$ cat config.mk
export PLATFORM = sky130hd
export DESIGN_NAME = pc_sequencer
export DESIGN_NICKNAME = d
export VERILOG_FILES = /design/src/rtl/pcs_pkg.sv /design/src/rtl/pcs_return_stack.sv /design/src/rtl/pcs_next_addr.sv /design/src/rtl/pc_sequencer.sv
export SDC_FILE = /design/constraint.sdc
export NUM_CORES = 1
export LEC_CHECK = 0
export BUFFER_PORTS_ARGS = -buffer_cell sky130_fd_sc_hd__buf_2
export CAP_MARGIN = 20
export CORE_ASPECT_RATIO = 1.75
export CORE_MARGIN = 2
export CORE_UTILIZATION = 46
export DETAILED_ROUTE_END_ITERATION = 6
export GPL_ROUTABILITY_DRIVEN = 0
export PLACE_DENSITY = 0.65
export SKIP_CTS_REPAIR_TIMING = 1
export SLEW_MARGIN = 15
export SYNTH_ARGS = -nofsm -noshare
export SYNTH_HDL_FRONTEND = slang
export SYNTH_SLANG_ARGS = --single-unit
$ cat constraint.sdc
create_clock -name clk -period 3.55 [get_ports clk]
set_input_delay 0.71 -clock clk [delete_from_list [all_inputs] [get_ports clk]]
set_output_delay 0.71 -clock clk [all_outputs]
set_load 0.005 [all_outputs]
$ cat src/rtl/pcs_pkg.sv
package pcs_pkg;
  typedef enum logic [2:0] {
    SEL_INC  = 3'd0,
    SEL_IRQ  = 3'd1,
    SEL_CALL = 3'd2,
    SEL_JMP  = 3'd3,
    SEL_POP  = 3'd4,
    SEL_LOW  = 3'd5
  } pc_sel_e;
endpackage

$ cat src/rtl/pcs_return_stack.sv
module pcs_return_stack #(
  parameter int W     = 13,
  parameter int DEPTH = 8
) (
  input  logic         clk,
  input  logic         rst_n,
  input  logic         push,
  input  logic         pop,
  input  logic [W-1:0] din,
  output logic [W-1:0] dout
);
  localparam int PTR_W = (DEPTH > 1) ? $clog2(DEPTH) : 1;
  localparam logic [PTR_W-1:0] LAST = PTR_W'(DEPTH - 1);

  logic [W-1:0]     mem [DEPTH];
  logic [PTR_W-1:0] ptr_q, ptr_d, ptr_inc, ptr_dec;

  always_comb begin
    ptr_inc = (ptr_q == LAST) ? '0 : ptr_q + 1'b1;
    ptr_dec = (ptr_q == '0) ? LAST : ptr_q - 1'b1;
    ptr_d   = ptr_q;
    if (push)     ptr_d = ptr_inc;
    else if (pop) ptr_d = ptr_dec;
  end

  always_ff @(posedge clk or negedge rst_n) begin
    if (!rst_n) ptr_q <= '0;
    else        ptr_q <= ptr_d;
  end

  always_ff @(posedge clk) begin
    if (push) mem[ptr_q] <= din;
  end

  assign dout = mem[ptr_dec];

  AST_TOS_READBACK: assert property (@(posedge clk) disable iff (!rst_n)
    push |=> dout == $past(din));
  AST_SINGLE_OP: assert property (@(posedge clk) disable iff (!rst_n)
    !(push && pop));
endmodule

$ cat src/rtl/pcs_next_addr.sv
module pcs_next_addr
  import pcs_pkg::*;
#(
  parameter int PC_W   = 13,
  parameter int IMM_W  = 11,
  parameter int DATA_W = 8,
  parameter logic [PC_W-1:0] IRQ_VEC = 13'h0004
) (
  input  logic                 take_irq,
  input  logic                 call_req,
  input  logic                 jmp_req,
  input  logic                 ret_req,
  input  logic                 reti_req,
  input  logic                 lowwr_req,
  input  logic [PC_W-1:0]      pc_q,
  input  logic [PC_W-DATA_W-1:0] hold_q,
  input  logic [IMM_W-1:0]     imm,
  input  logic [DATA_W-1:0]    dbus,
  input  logic [PC_W-1:0]      pop_data,
  output pc_sel_e              sel,
  output logic [PC_W-1:0]      pc_nxt,
  output logic                 push,
  output logic                 pop,
  output logic                 reti_taken,
  output logic                 flow_chg
);
  localparam int HOLD_W = PC_W - DATA_W;
  localparam int UP_W   = PC_W - IMM_W;

  logic [PC_W-1:0] jmp_tgt;
  assign jmp_tgt = {hold_q[HOLD_W-1 -: UP_W], imm};

  always_comb begin
    if (take_irq)                  sel = SEL_IRQ;
    else if (call_req)             sel = SEL_CALL;
    else if (jmp_req)              sel = SEL_JMP;
    else if (ret_req || reti_req)  sel = SEL_POP;
    else if (lowwr_req)            sel = SEL_LOW;
    else                           sel = SEL_INC;
  end

  always_comb begin
    unique case (sel)
      SEL_IRQ:  pc_nxt = IRQ_VEC;
      SEL_CALL: pc_nxt = jmp_tgt;
      SEL_JMP:  pc_nxt = jmp_tgt;
      SEL_POP:  pc_nxt = pop_data;
      SEL_LOW:  pc_nxt = {hold_q, dbus};
      default:  pc_nxt = pc_q + 1'b1;
    endcase
  end

  assign push       = (sel == SEL_IRQ) || (sel == SEL_CALL);
  assign pop        = (sel == SEL_POP);
  assign reti_taken = (sel == SEL_POP) && reti_req;
  assign flow_chg   = (sel != SEL_INC);
endmodule

$ cat src/rtl/pc_sequencer.sv
module pc_sequencer
  import pcs_pkg::*;
#(
  parameter int PC_W   = 13,
  parameter int IMPL_W = 11,
  parameter int IMM_W  = 11,
  parameter int DATA_W = 8,
  parameter int DEPTH  = 8,
  parameter logic [PC_W-1:0] IRQ_VEC = 13'h0004
) (
  input  logic              clk,
  input  logic              rst_n,
  input  logic              cyc_en,
  input  logic              jmp_req,
  input  logic              call_req,
  input  logic              ret_req,
  input  logic              reti_req,
  input  logic              lowwr_req,
  input  logic              hold_wr,
  input  logic              gie_wr,
  input  logic              irq_req,
  input  logic [IMM_W-1:0]  imm,
  input  logic [DATA_W-1:0] dbus,
  output logic [PC_W-1:0]   pc,
  output logic [IMPL_W-1:0] fetch_addr,
  output logic [DATA_W-1:0] pc_low,
  output logic              gie,
  output logic              flush
);
  localparam int HOLD_W = PC_W - DATA_W;

  logic [PC_W-1:0]   pc_q, pc_d, pc_nxt, pop_data;
  logic [HOLD_W-1:0] hold_q, hold_d;
  logic              gie_q, gie_d, flush_q, flush_d;
  logic              take_irq, push_c, pop_c, reti_taken, flow_chg;
  pc_sel_e           sel;

  assign take_irq = irq_req && gie_q;

  pcs_next_addr #(
    .PC_W(PC_W), .IMM_W(IMM_W), .DATA_W(DATA_W), .IRQ_VEC(IRQ_VEC)
  ) u_next (
    .take_irq  (take_irq),
    .call_req  (call_req),
    .jmp_req   (jmp_req),
    .ret_req   (ret_req),
    .reti_req  (reti_req),
    .lowwr_req (lowwr_req),
    .pc_q      (pc_q),
    .hold_q    (hold_q),
    .imm       (imm),
    .dbus      (dbus),
    .pop_data  (pop_data),
    .sel       (sel),
    .pc_nxt    (pc_nxt),
    .push      (push_c),
    .pop       (pop_c),
    .reti_taken(reti_taken),
    .flow_chg  (flow_chg)
  );

  pcs_return_stack #(.W(PC_W), .DEPTH(DEPTH)) u_stack (
    .clk  (clk),
    .rst_n(rst_n),
    .push (cyc_en && push_c),
    .pop  (cyc_en && pop_c),
    .din  (pc_q),
    .dout (pop_data)
  );

  always_comb begin
    pc_d    = pc_q;
    hold_d  = hold_q;
    gie_d   = gie_q;
    flush_d = flush_q;
    if (cyc_en) begin
      pc_d    = pc_nxt;
      flush_d = flow_chg;
      if (hold_wr) hold_d = dbus[HOLD_W-1:0];
      if (take_irq)        gie_d = 1'b0;
      else if (reti_taken) gie_d = 1'b1;
      else if (gie_wr)     gie_d = dbus[DATA_W-1];
    end
  end

  always_ff @(posedge clk or negedge rst_n) begin
    if (!rst_n) begin
      pc_q    <= '0;
      hold_q  <= '0;
      gie_q   <= 1'b0;
      flush_q <= 1'b0;
    end else begin
      pc_q    <= pc_d;
      hold_q  <= hold_d;
      gie_q   <= gie_d;
      flush_q <= flush_d;
    end
  end

  assign pc         = pc_q;
  assign fetch_addr = pc_q[IMPL_W-1:0];
  assign pc_low     = pc_q[DATA_W-1:0];
  assign gie        = gie_q;
  assign flush      = flush_q;

  AST_HOLD_STILL: assert property (@(posedge clk) disable iff (!rst_n)
    !cyc_en |=> $stable(pc) && $stable(flush));
  AST_INC_STEP: assert property (@(posedge clk) disable iff (!rst_n)
    cyc_en && !(jmp_req || call_req || ret_req || reti_req || lowwr_req) && !(irq_req && gie)
    |=> pc == $past(pc) + 1'b1 && !flush);
  AST_IRQ_VEC: assert property (@(posedge clk) disable iff (!rst_n)
    cyc_en && irq_req && gie |=> pc == IRQ_VEC && !gie && flush);
  AST_JMP_LOW: assert property (@(posedge clk) disable iff (!rst_n)
    cyc_en && jmp_req && !call_req && !(irq_req && gie) |=> pc[IMM_W-1:0] == $past(imm));
  AST_FLUSH_MARK: assert property (@(posedge clk) disable iff (!rst_n)
    cyc_en && (jmp_req || call_req || ret_req || reti_req || lowwr_req) |=> flush);
endmodule

==> flow_summary.json <==
{
  "vias": 4233,
  "fin_crit_sh_pct": 75.8,
  "grt_max_degree": 43,
  "avgViaCountPerCell": 5.93,
  "area_growth_syn_to_layout_pct": 18.2,
  "fin_setup_tns_ns": 0,
  "gr-usage-all-layers_pct": 25.6,
  "syn-num-nets": 515,
  "crit_path_end_kind": "register",
  "status": "finished, final reports clean",
  "fin_worst_skew_ns": 0.0143,
  "die_area_um2": 13400,
  "start_util_pct": 47.4,
  "synthMuxAreaShare_pct": 5.01,
  "synth_compound_gate_area_share_pct": 8.77,
  "drc": 0,
  "synth_top_area_share_pct": 54.6,
  "htreeDepth": 4,
  "ys_top_cells_by_area": "edfxtp_1 55%, dfrtp_1 10%, nand2_1 6.8%",
  "worstMarginPinSlew_ns": 0.713,
  "crit_chain": "inv_1, ha_1, ha_1, nor2b_1, buf_4, a31oi_1, nand4_1, a41oi_1",
  "die_height_um": 152,
  "yosys.area.top_type": "edfxtp_1",
  "antenna_cells": 0,
  "endpoint": "pc[8]$_DFFE_PN0P_",
  "power_mw": 5.45,
  "maxSlewViolCount": 0,
  "critPathMostFrequentCell": "ha_1",
  "cp-start-kind": "register",
  "clock_sinks": 127,
  "cpMaxStageDelayCell": "ha_1",
  "syn_avg_cell_area_um2": 11.9,
  "die_w_um": 88.3,
  "cts_root_buf": "clkbuf_16",
  "path_max_fanout": 10,
  "cts_buffer_depth": 2,
  "yosys_warnings": 0,
  "grt_pass1_wl_mm": 24.3,
  "final_core_util_pct": 56.0,
  "timing.rr.start": "u_stack.ptr_q[1]$_DFFE_PN0P_",
  "routed_wl_mm": 16.3,
  "clk_pin_slew_ns": 0.06,
  "antenna_found_initial": 0,
  "ir_drop_v": 0.000584,
  "hp-class": "input pin to asynchronous set/reset pin",
  "setup_viol": 0,
  "synth-adder-area-share_pct": 1.09,
  "power.density_nw_per_um2": 806,
  "cap_viol_max_count": 0,
  "synthXorXnorAreaFrac_pct": 0,
  "synth_edf_count": 104,
  "startpoint": "u_stack.ptr_q[1]$_DFFE_PN0P_",
  "hold_viol": 0,
  "synthSimpleGateAreaFrac_pct": 15.2,
  "dr.pass1.iters": 5,
  "synthTopCellsByCount": "104 x edfxtp_1, 104 x nand2_1, 35 x nand3_1",
  "synth_cell_types": 47,
  "synth_top_family_by_area": "simple AND/OR/NAND/NOR gates",
  "r2r_setup_slack_ns": 0.86,
  "overflow": 0,
  "port_buffers": 63,
  "ioPinCount": 64,
  "fmax_ghz": 0.372,
  "syn-instance-count": 480,
  "max_slew_margin_pct": 52.3,
  "routedWlPerCell_um": 22.8,
  "synthArstFlopShare_pct": 18.1,
  "hpwl_mm": 10.8,
  "ant_nets": 0,
  "fillers": 1062,
  "grt_pass1_vias": 4241,
  "fin_crit_ns": 2.69,
  "yosys_register_bits": 127,
  "max_stage_delay_ns": 0.56,
  "nNetsFinal": 574,
  "rsz0062_at_grt": "false",
  "crit_required_ns": 3.79,
  "drt_iter0_drc": 582,
  "worstPathArrival_ns": 2.93,
  "rows": 53,
  "drive_gt1_share_pct": 23.9,
  "cts_tree": "done",
  "ys_seq_area_share_pct": 64.7,
  "reg2reg_depth": 8,
  "p_leak_nw": 2.54,
  "synth_flop_cell": "edfxtp_1",
  "r2r_end": "pc[8]$_DFFE_PN0P_",
  "crit_type": "register to register",
  "synthesis.area_um2": 5720,
  "coreArea_um2": 12100,
  "insertion_delay_ns": 0.42,
  "cts_buffers": 17
}
## cell families after synthesis
group | after synthesis
AOI/OAI and AO/OA | 77
adders and majority gates | 5
buffers and inverters | 54
DFF | 127
muxes | 21
and+or+nand+nor | 196
## sequential cells by signal, summed over array words and instances (netlist names)
signal         cells
u_stack.mem      104
u_stack.ptr_q      3
gie                1
flush              1
hold_q             5
pc                13
## cell usage in the layout (no fill, tap or decap), drive strengths merged, types with 3 or more instances in the layout
cell type / netlist / routed
a31oi: 13 / 13
dfrtp: 23 / 23
clkinv: 0 / 3
mux2i: 5 / 5
nand2b: 3 / 3
bufinv: 0 / 5
o22ai: 6 / 6
and3: 4 / 4
nand3: 35 / 35
a21oi: 11 / 11
buf: 32 / 85
nor3: 8 / 8
nand4: 9 / 9
mux2: 11 / 11
nor2b: 3 / 3
clkbuf: 13 / 21
nand2: 104 / 104
ha: 5 / 5
a221oi: 3 / 3
mux4: 5 / 5
nor2: 22 / 22
o2bb2ai: 3 / 3
o21ai: 21 / 21
a41oi: 4 / 4
inv: 9 / 9
edfxtp: 104 / 104
## power by group
group	leakage (nW)	switching, mW	internal, mW
clock	0.300	0.594	1.25
sequential	1.21	0.205	1.86
combinational	1.03	0.985	0.559
total	2.54	1.78	3.67
## worst min-delay path by stage
stage,slack [ns],from,cells after the start,to
3_3_place_gp,0.49,hold_q[2]$_DFFE_PN0P_,1,hold_q[2]$_DFFE_PN0P_
3_5_place_dp,0.50,hold_q[0]$_DFFE_PN0P_,1,hold_q[0]$_DFFE_PN0P_
2_1_floorplan,0.41,rst_n,0,flush$_DFFE_PN0P_
4_1_cts,0.33,rst_n,1,pc[7]$_DFFE_PN0P_
6_report,0.33,rst_n,1,pc[7]$_DFFE_PN0P_
5_1_grt,0.36,rst_n,1,pc[6]$_DFFE_PN0P_
## metrics by stage
stage | worst slack (ns) | instances | area (um^2) | hold WS (ns)
finish | 0.860 | 714 | 6760 | 0.327
global route | 0.751 | 714 | 6760 | 0.355
CTS | 0.901 | 714 | 6760 | 0.334
detailed placement | 0.955 | 685 | 6150 | 0.498
global placement | 1.04 | 685 | 6150 | 0.489
floorplan | 0.773 | 480 | 5720 | 0.414
## cell type report
class	count	area (um^2)	share of cell area (%)
sequential	127	3700	54.7
inverter	9	33.8	0.500
clock inverter	8	164	2.42
multi-input combinational	299	1730	25.6
clock buffer	21	450	6.66
tap	165	206	3.05
timing repair buffer	85	480	7.10
## worst max-delay path, delay by kind of cell (launching register included)
kind,cells,cell delay [ns]
adders and majority gates,2,0.77
AOI/OAI and AO/OA,2,0.24
and+or+nand+nor,2,0.58
buffers and inverters,2,0.41
DFF,1,0.51
## routing by layer
layer | track usage [%] | share of wire [%]
met4 | 11.9 | 3.5
met2 | 43.4 | 54
met1 | 31.8 | 36
met3 | 3.74 | 6.5
met5 | 0 | 0
Power figures use the tool's default switching activity.
